[src/rtl/cvcc_pkg.sv]
package cvcc_pkg;
    typedef enum logic {
        MODE_CV = 1'b0,
        MODE_CC = 1'b1
    } mode_e;
endpackage

[src/rtl/cvcc_req_select.sv]
module cvcc_req_select #(
    parameter int FW = 12
) (
    input  logic [FW-1:0] cv_req,
    input  logic [FW-1:0] cc_req,
    input  logic [FW-1:0] f_min,
    input  logic [FW-1:0] f_max,
    input  logic          prot_force,
    output logic [FW-1:0] sel_freq
);
    logic [FW-1:0] tight;
    logic [FW-1:0] lo_clamped;

    always_comb begin
        // higher frequency = lower gain, so the larger code is the tighter request
        tight      = (cv_req >= cc_req) ? cv_req : cc_req;
        lo_clamped = (tight < f_min) ? f_min : tight;
        if (prot_force)
            sel_freq = f_max;
        else if (lo_clamped > f_max)
            sel_freq = f_max;
        else
            sel_freq = lo_clamped;
    end
endmodule

[src/rtl/cvcc_mode_qual.sv]
module cvcc_mode_qual
    import cvcc_pkg::*;
#(
    parameter int IW = 12,
    parameter int PW = 8,
    parameter int DW = 8
) (
    input  logic          clk,
    input  logic          rst_n,
    input  logic [IW-1:0] i_meas,
    input  logic [IW-1:0] th_enter,
    input  logic [IW-1:0] th_exit,
    input  logic [PW-1:0] persist_len,
    input  logic [DW-1:0] dwell_len,
    output mode_e         mode,
    output logic          flip
);
    typedef struct packed {
        mode_e         mode;
        logic [PW-1:0] qual;
        logic [DW-1:0] dwell;
    } qual_st_t;

    qual_st_t st_d, st_q;
    logic          cond;
    logic [PW-1:0] need;
    logic [PW:0]   qual_next;

    always_comb begin
        st_d      = st_q;
        flip      = 1'b0;
        cond      = (st_q.mode == MODE_CV) ? (i_meas >= th_enter) : (i_meas < th_exit);
        need      = (persist_len == '0) ? PW'(1) : persist_len;
        qual_next = {1'b0, st_q.qual} + 1'b1;
        if (st_q.dwell != '0) begin
            st_d.dwell = st_q.dwell - 1'b1;
            st_d.qual  = '0;
        end else if (!cond) begin
            st_d.qual = '0;
        end else if (qual_next >= {1'b0, need}) begin
            flip       = 1'b1;
            st_d.mode  = (st_q.mode == MODE_CV) ? MODE_CC : MODE_CV;
            st_d.qual  = '0;
            st_d.dwell = dwell_len;
        end else begin
            st_d.qual = qual_next[PW-1:0];
        end
    end

    always_ff @(posedge clk or negedge rst_n) begin
        if (!rst_n) begin
            st_q.mode  <= MODE_CV;
            st_q.qual  <= '0;
            st_q.dwell <= '0;
        end else begin
            st_q <= st_d;
        end
    end

    assign mode = st_q.mode;
endmodule

[src/rtl/cvcc_toggle_cnt.sv]
module cvcc_toggle_cnt #(
    parameter int TW = 16
) (
    input  logic          clk,
    input  logic          rst_n,
    input  logic          inc,
    output logic [TW-1:0] cnt
);
    localparam logic [TW-1:0] CNT_TOP = '1;
    logic [TW-1:0] cnt_d, cnt_q;

    always_comb begin
        cnt_d = cnt_q;
        if (inc && cnt_q != CNT_TOP)
            cnt_d = cnt_q + 1'b1;
    end

    always_ff @(posedge clk or negedge rst_n) begin
        if (!rst_n) cnt_q <= '0;
        else        cnt_q <= cnt_d;
    end

    assign cnt = cnt_q;
endmodule

[src/rtl/cvcc_arbiter.sv]
module cvcc_arbiter
    import cvcc_pkg::*;
#(
    parameter int FW = 12,
    parameter int IW = 12,
    parameter int PW = 8,
    parameter int DW = 8,
    parameter int TW = 16
) (
    input  logic          clk,
    input  logic          rst_n,
    input  logic [FW-1:0] cv_req,
    input  logic [FW-1:0] cc_req,
    input  logic [IW-1:0] i_meas,
    input  logic [IW-1:0] th_enter,
    input  logic [IW-1:0] th_exit,
    input  logic [PW-1:0] persist_len,
    input  logic [DW-1:0] dwell_len,
    input  logic [FW-1:0] f_min,
    input  logic [FW-1:0] f_max,
    input  logic          prot_force,
    output logic [FW-1:0] cmd_freq,
    output logic          mode_cc,
    output logic [TW-1:0] toggle_cnt
);
    localparam logic [FW-1:0] CMD_RST = '1;

    logic [FW-1:0] sel_freq;
    logic [FW-1:0] cmd_d, cmd_q;
    mode_e         mode;
    logic          flip;

    cvcc_req_select #(.FW(FW)) u_sel (
        .cv_req     (cv_req),
        .cc_req     (cc_req),
        .f_min      (f_min),
        .f_max      (f_max),
        .prot_force (prot_force),
        .sel_freq   (sel_freq)
    );

    cvcc_mode_qual #(.IW(IW), .PW(PW), .DW(DW)) u_qual (
        .clk         (clk),
        .rst_n       (rst_n),
        .i_meas      (i_meas),
        .th_enter    (th_enter),
        .th_exit     (th_exit),
        .persist_len (persist_len),
        .dwell_len   (dwell_len),
        .mode        (mode),
        .flip        (flip)
    );

    cvcc_toggle_cnt #(.TW(TW)) u_tog (
        .clk   (clk),
        .rst_n (rst_n),
        .inc   (flip),
        .cnt   (toggle_cnt)
    );

    always_comb begin
        cmd_d = sel_freq;
    end

    always_ff @(posedge clk or negedge rst_n) begin
        if (!rst_n) cmd_q <= CMD_RST;
        else        cmd_q <= cmd_d;
    end

    assign cmd_freq = cmd_q;
    assign mode_cc  = (mode == MODE_CC);
endmodule

[config.mk]
export PLATFORM = sky130hd
export DESIGN_NAME = cvcc_arbiter
export DESIGN_NICKNAME = d
export VERILOG_FILES = /design/src/rtl/cvcc_pkg.sv /design/src/rtl/cvcc_req_select.sv /design/src/rtl/cvcc_mode_qual.sv /design/src/rtl/cvcc_toggle_cnt.sv /design/src/rtl/cvcc_arbiter.sv
export SDC_FILE = /design/constraint.sdc
export NUM_CORES = 1
export LEC_CHECK = 0
export BUFFER_PORTS_ARGS = -buffer_cell sky130_fd_sc_hd__clkbuf_2
export CAP_MARGIN = 20
export CORE_MARGIN = 10
export CORE_UTILIZATION = 35
export DETAILED_ROUTE_END_ITERATION = 7
export GPL_TIMING_DRIVEN = 0
export PLACE_DENSITY_LB_ADDON = 0.25
export SLEW_MARGIN = 10
export SYNTH_ARGS = -nofsm -noshare
export SYNTH_HDL_FRONTEND = slang
export SYNTH_HIERARCHICAL = 1
export SYNTH_SLANG_ARGS = --single-unit
export TNS_END_PERCENT = 5
[constraint.sdc]
create_clock -name clk -period 6.95 [get_ports clk]
set_input_delay 0.695 -clock clk [delete_from_list [all_inputs] [get_ports clk]]
set_output_delay 0.695 -clock clk [all_outputs]
set_load 0.1 [all_outputs]
==> results of run 1 <==
-- state kept, by name (all words and copies together), names as in the netlist --
signal / flops
u_tog/cnt: 16
u_qual/mode: 1
u_qual/st_q: 16
cmd_freq: 12
-- final timing paths --
path                            slack [ns]              to           start  cells past startpoint
min in group clk                      0.52  u_qual/st_q[8]  u_qual/st_q[8]                      1
worst max-delay path                  0.47     cmd_freq[6]       cv_req[0]                     25
worst max register to register        3.18    u_tog/cnt[5]  u_qual/st_q[8]                     14
worst min register to register        0.52  u_qual/st_q[8]  u_qual/st_q[8]                      1
worst min-delay path                  0.38    u_tog/cnt[8]           rst_n                      1
max in group asynchronous             6.03  u_qual/st_q[3]           rst_n                      2
-- worst max-delay path, cell delays in order --
cell	delay, ns
clkbuf_2	0.11
inv_1	0.04
ha_1	0.27
nand2b_1	0.14
a2111o_1	0.42
a311oi_2	0.35
nand2_2	0.15
buf_4	0.23
mux2_4	0.32
ha_1	0.31
a211oi_1	0.22
o21ai_0	0.20
a21o_1	0.25
a211o_1	0.25
o311a_4	0.15
buf_6	0.17
mux2_4	0.31
ha_1	0.32
nand4_1	0.11
or2_1	0.26
a21oi_1	0.12
a211oi_1	0.06
o21ai_0	0.31
clkbuf_1	0.52
mux2_2	0.41
-- cells by family after synthesis --
kind of cell,after synthesis
fa+ha+maj,69
compound gates,85
flops,45
simple gates,120
buf+inv,76
mux,35
xor+xnor,18
-- through the flow --
step	instances	hold slack, ns	worst slack [ns]
2_1_floorplan	448	0.3994	0.9600
3_3_place_gp	726	0.5015	0.2175
3_5_place_dp	727	0.5083	0.09775
4_1_cts	735	0.4134	0.4108
5_1_grt	735	0.4223	0.1258
6_report	735	0.3816	0.4736
-- layer usage --
| layer | part of all wire (%) | track usage (%) |
|---|---|---|
| met5 | 0 | 0 |
| met4 | 1.2 | 3.401 |
| met3 | 5.6 | 3.344 |
| met2 | 51 | 24.81 |
| met1 | 42 | 15.56 |
-- cell usage after synthesis, drive strengths merged, types with 2 or more instances --
master   count
and3         3
o211ai       2
o21ai       14
dfrtp       33
mux2        34
xor2         7
a41o         2
dfstp       12
buf          3
nor3         5
a22o         2
xnor2       11
o31ai        2
nor4         6
o21a         7
o311a        2
inv         72
a2111oi      3
a21o         5
or4          2
nand2       27
a31oi        4
and4         6
and2         3
or2          3
nor2        14
nand2b       3
a21oi       25
ha          69
a211oi       6
nand4       20
nor2b        8
a22oi        2
nand3       17
-- power by group --
group	leakage (uW)	total [uW]	switching, uW	internal (uW)
combinational	0.00222	423	253	170
clock	0.0000944	312	105	207
sequential	0.000571	333	26.8	306
total	0.00289	1070	385	683
-- area by class of cell --
| class | count | area (um2) |
|---|---|---|
| Fill cell | 1190 | 6640 |
| Inverter | 72 | 270.3 |
| Sequential cell | 45 | 1141 |
| Timing Repair Buffer | 132 | 675.6 |
| Multi-Input combinational cell | 327 | 2829 |
| Buffer | 4 | 27.53 |
| Clock buffer | 5 | 125.1 |
| Tap cell | 147 | 183.9 |
| Clock inverter | 3 | 68.82 |
==> impl_metrics.ini, run 1 <==
[yosys]
synth_top_family_by_area = adder cells
synth_top_area_cell = ha_1
yosys_warnings = 6
synth_nets = 620
yosysUniqueCellTypes = 68
synth_seq_cells = 45
yosys.area_share.simple_pct = 17.33
seq_area_frac_synth_pct = 26.74
synth_edf_count = 0
synth_fa_ha_area_share_pct = 20.23
yosys_most_used_dff = dfrtp_1
yosys.area_share.xor_xnor_pct = 3.694
synth-compound-area-share_pct = 14.16
synth_top_area_share_pct = 20.23
yosys-top-cells-area = ha_1 (20%), dfrtp_1 (19%), dfstp_2 (7.4%)
syn_area_mm2 = 0.004268
synthMuxAreaShare_pct = 10.88
postSynthCellCount = 448
async_flop_share_pct = 100.0
syn_area_per_cell_um2 = 9.526

[detailed_routing]
drt_iter0_drc = 144
antenna_left = 0
routed_wl_um = 11260
vias = 3696
drc = 0
wl_per_cell_um = 15.31
drt_pass1_iterations = 6
vias_per_cell = 5.029

[cells_and_area]
areaGrowthSynthToFinish_pct = 24.68
final_cell_mix = clkbuf_2 (131), inv_1 (72), ha_1 (69)
mostFrequentLayoutCell = clkbuf_2
nets = 759
diodes = 0
drive_gt1_share_pct = 35.54
finish.instance_area_mm2 = 0.005321
post-route-util_pct = 44.49

[placed_design]
dp_hpwl_um = 9888
dpl_cell_area_mm2 = 0.005127
port-buffer-count = 131
routabilityCongestion = 0.8051

[pwr]
ir_worst_vdd_mv = 0.1255
finalPower_uw = 1068
powerDensity_mw_per_mm2 = 200.7
power_leakage_uw = 0.002887

[cts]
cts_setup_buffers = 0
cts_resized = 0
insertion_delay_ns = 0.29
cts_tree = yes
postCtsHoldBufs = 0
path_clk_slew_ns = 0.07
htree_levels = 2
cts.sinks = 45
clk_root_buffer_cell = clkbuf_16
clockBufferDepth = 2
cts_buffers = 5

[timing]
fin_setup_tns_ns = 0
setup_violations = 0
hold_viol_final = 0
fin_skew_ns = 0.007366
tightestPinTransition_ns = 0.8151
post-route-min-period_ns = 6.476
clock.fmax_mhz = 154.4
drv_slew = 0
slew_headroom_pct = 45.16
post-route-period-util_pct = 93.19
rsz0062_at_grt = false

[status]
status = completed

[worst_setup_path]
endpoint_kind = flop
critPathLaunchType = input port
cp_max_fo = 10
required_ns = 7.17
crit_arrival_ns = 6.69
critical_path_class = in2reg

[job]
drv_cap = 0

[floorplanning]
fp.coreArea_mm2 = 0.01196
die_area_mm2 = 0.01701
dieWidth_um = 130.4
num_io_pins = 132
die_h_um = 130.4
rows = 40
start_util_pct = 35.68

[global_route]
grt_pass1_wl_um = 18970
grt_pass1_vias = 4019
grt_usage_pct = 13.61
grt_start_max_net_pins = 26
grt-ovfl-total = 0
antenna_found_initial = 0

[min_path]
hp-class = in2async
No activity file was read; power rests on OpenSTA's default activity.
==> inputs of run 2 (changes only) <==
Settings changed: CORE_ASPECT_RATIO set to 0.9, PLACE_DENSITY set to 0.55, PLACE_DENSITY_LB_ADDON 0.25 to unset.
==> impl_metrics.ini, run 2 (synthesis results as in run 1) <==
[status]
status = completed

[timing]
drv_slew = 0
fin_setup_tns_ns = 0
worst_slack_ns = 0.4657
post-route-period-util_pct = 93.30
setup_violations = 0
post-route-min-period_ns = 6.484
tightestPinTransition_ns = 0.7893
hold_viol_final = 0
fin_skew_ns = 0.006413
rsz0062_at_grt = false
clock.fmax_mhz = 154.2
slew_headroom_pct = 46.89

[cts]
cts_tree = yes
cts_buffers = 5
htree_levels = 2
path_clk_slew_ns = 0.06
cts_resized = 0
postCtsHoldBufs = 0
clk_root_buffer_cell = clkbuf_16
insertion_delay_ns = 0.29
cts_setup_buffers = 0
clockBufferDepth = 2
cts.sinks = 45

[cells_and_area]
nets = 759
finish.instance_area_mm2 = 0.005319
drive_gt1_share_pct = 35.37
mostFrequentLayoutCell = clkbuf_2
areaGrowthSynthToFinish_pct = 24.63
fill_cells = 1229
diodes = 0
final_cell_mix = clkbuf_2 (131), inv_1 (72), ha_1 (69)

[worst_setup_path]
crit_top_cell = ha_1
cp_top_family = compound AO/OA/AOI/OAI gates
slowest_delay_ns = 0.53
crit_arrival_ns = 6.69
endpoint_kind = flop
required_ns = 7.16
cpMaxStageDelayCell = clkbuf_1
cp_max_fo = 10
critical_path_class = in2reg
critPathLaunchType = input port
crit_buf_inv = 5

[placed_design]
dp_hpwl_um = 9781
dpl_cell_area_mm2 = 0.005151
routabilityCongestion = 0.8188
port-buffer-count = 131
dp_slack_ns = 0.1177

[detailed_routing]
vias_per_cell = 4.898
vias = 3664
wl_met3_um = 809
highest_layer = met5
drt_iter0_drc = 147
wl_met2_um = 5280
drt_pass1_iterations = 5
antenna_left = 0
wl_per_cell_um = 14.82
routed_wl_um = 11090
met1_length_um = 4869
drc = 0

[floorplanning]
rows = 38
die_area_mm2 = 0.01702
start_util_pct = 35.62
die_h_um = 124.8
num_io_pins = 132
dieWidth_um = 136.4
fp.coreArea_mm2 = 0.01198

[pwr]
power_leakage_uw = 0.002877
powerDensity_mw_per_mm2 = 193.0
ir_worst_vdd_mv = 0.08235

[min_path]
hp-class = in2async

[global_route]
grt_start_max_net_pins = 26
grt_pass1_vias = 3824
grt_usage_pct = 13.05
grt-ovfl-total = 0
antenna_found_initial = 1
grt_pass1_wl_um = 18640

[job]
drv_cap = 0
==> run 2: cell count changes in the layout (fill, tap and decap cells not counted) <==
cell / change
clkinv_4: +1
buf_12: -1
clkbuf_1: +1
bufinv_16: -1
inv_6: -1
buf_16: +1
==> run 2: per-layer routing <==
metal  global-route usage (%)  vias to the layer above
li1                         -                     1897
met1                    16.07                     1669
met2                    21.86                       87
met3                    3.750                        9
met4                    2.880                        2
met5                        0                        -
==> run 2: through the flow <==
| step | std cells | power, uW | hold WS, ns | utilization, % |
|---|---|---|---|---|
| 2_1_floorplan | 448 | 655.5 | 0.3994 | - |
| 3_3_place_gp | 739 | 752.8 | 0.4986 | 42.76 |
| 3_5_place_dp | 740 | 764.8 | 0.5125 | 42.99 |
| 4_1_cts | 748 | 1040 | 0.4552 | 44.39 |
| 5_1_grt | 748 | 1097 | 0.4848 | 44.39 |
| 6_report | 748 | 1027 | 0.4277 | 44.39 |
==> run 2: power by group <==
| group | internal (uW) | total [uW] | switching [uW] |
|---|---|---|---|
| combinational | 171 | 424 | 253 |
| clock | 170 | 269 | 98.9 |
| sequential | 306 | 333 | 27.0 |
| total | 647 | 1030 | 379 |
==> run 2: final timing paths <==
| check | from | to | slack, ns | cells past startpoint |
|---|---|---|---|---|
| max | cv_req[0] | cmd_freq[9] | 0.47 | 25 |
| min | rst_n | u_tog/cnt[5] | 0.43 | 1 |
| max reg2reg | u_qual/st_q[8] | u_tog/cnt[7] | 3.25 | 14 |
| min reg2reg | u_qual/st_q[8] | u_qual/st_q[8] | 0.52 | 1 |
| max in group asynchronous | rst_n | cmd_freq[9] | 5.90 | 2 |
| min in group clk | u_qual/st_q[8] | u_qual/st_q[8] | 0.52 | 1 |
==> run 2: final cells by class <==
type	instances	area [um2]	area share (%)
Sequential cell	45	1141	21.45
Tap cell	160	200.2	3.764
Clock inverter	2	38.79	0.7292
Buffer	4	27.53	0.5175
Multi-Input combinational cell	327	2829	53.19
Inverter	72	270.3	5.081
Timing Repair Buffer	132	683.2	12.84
Clock buffer	6	128.9	2.423
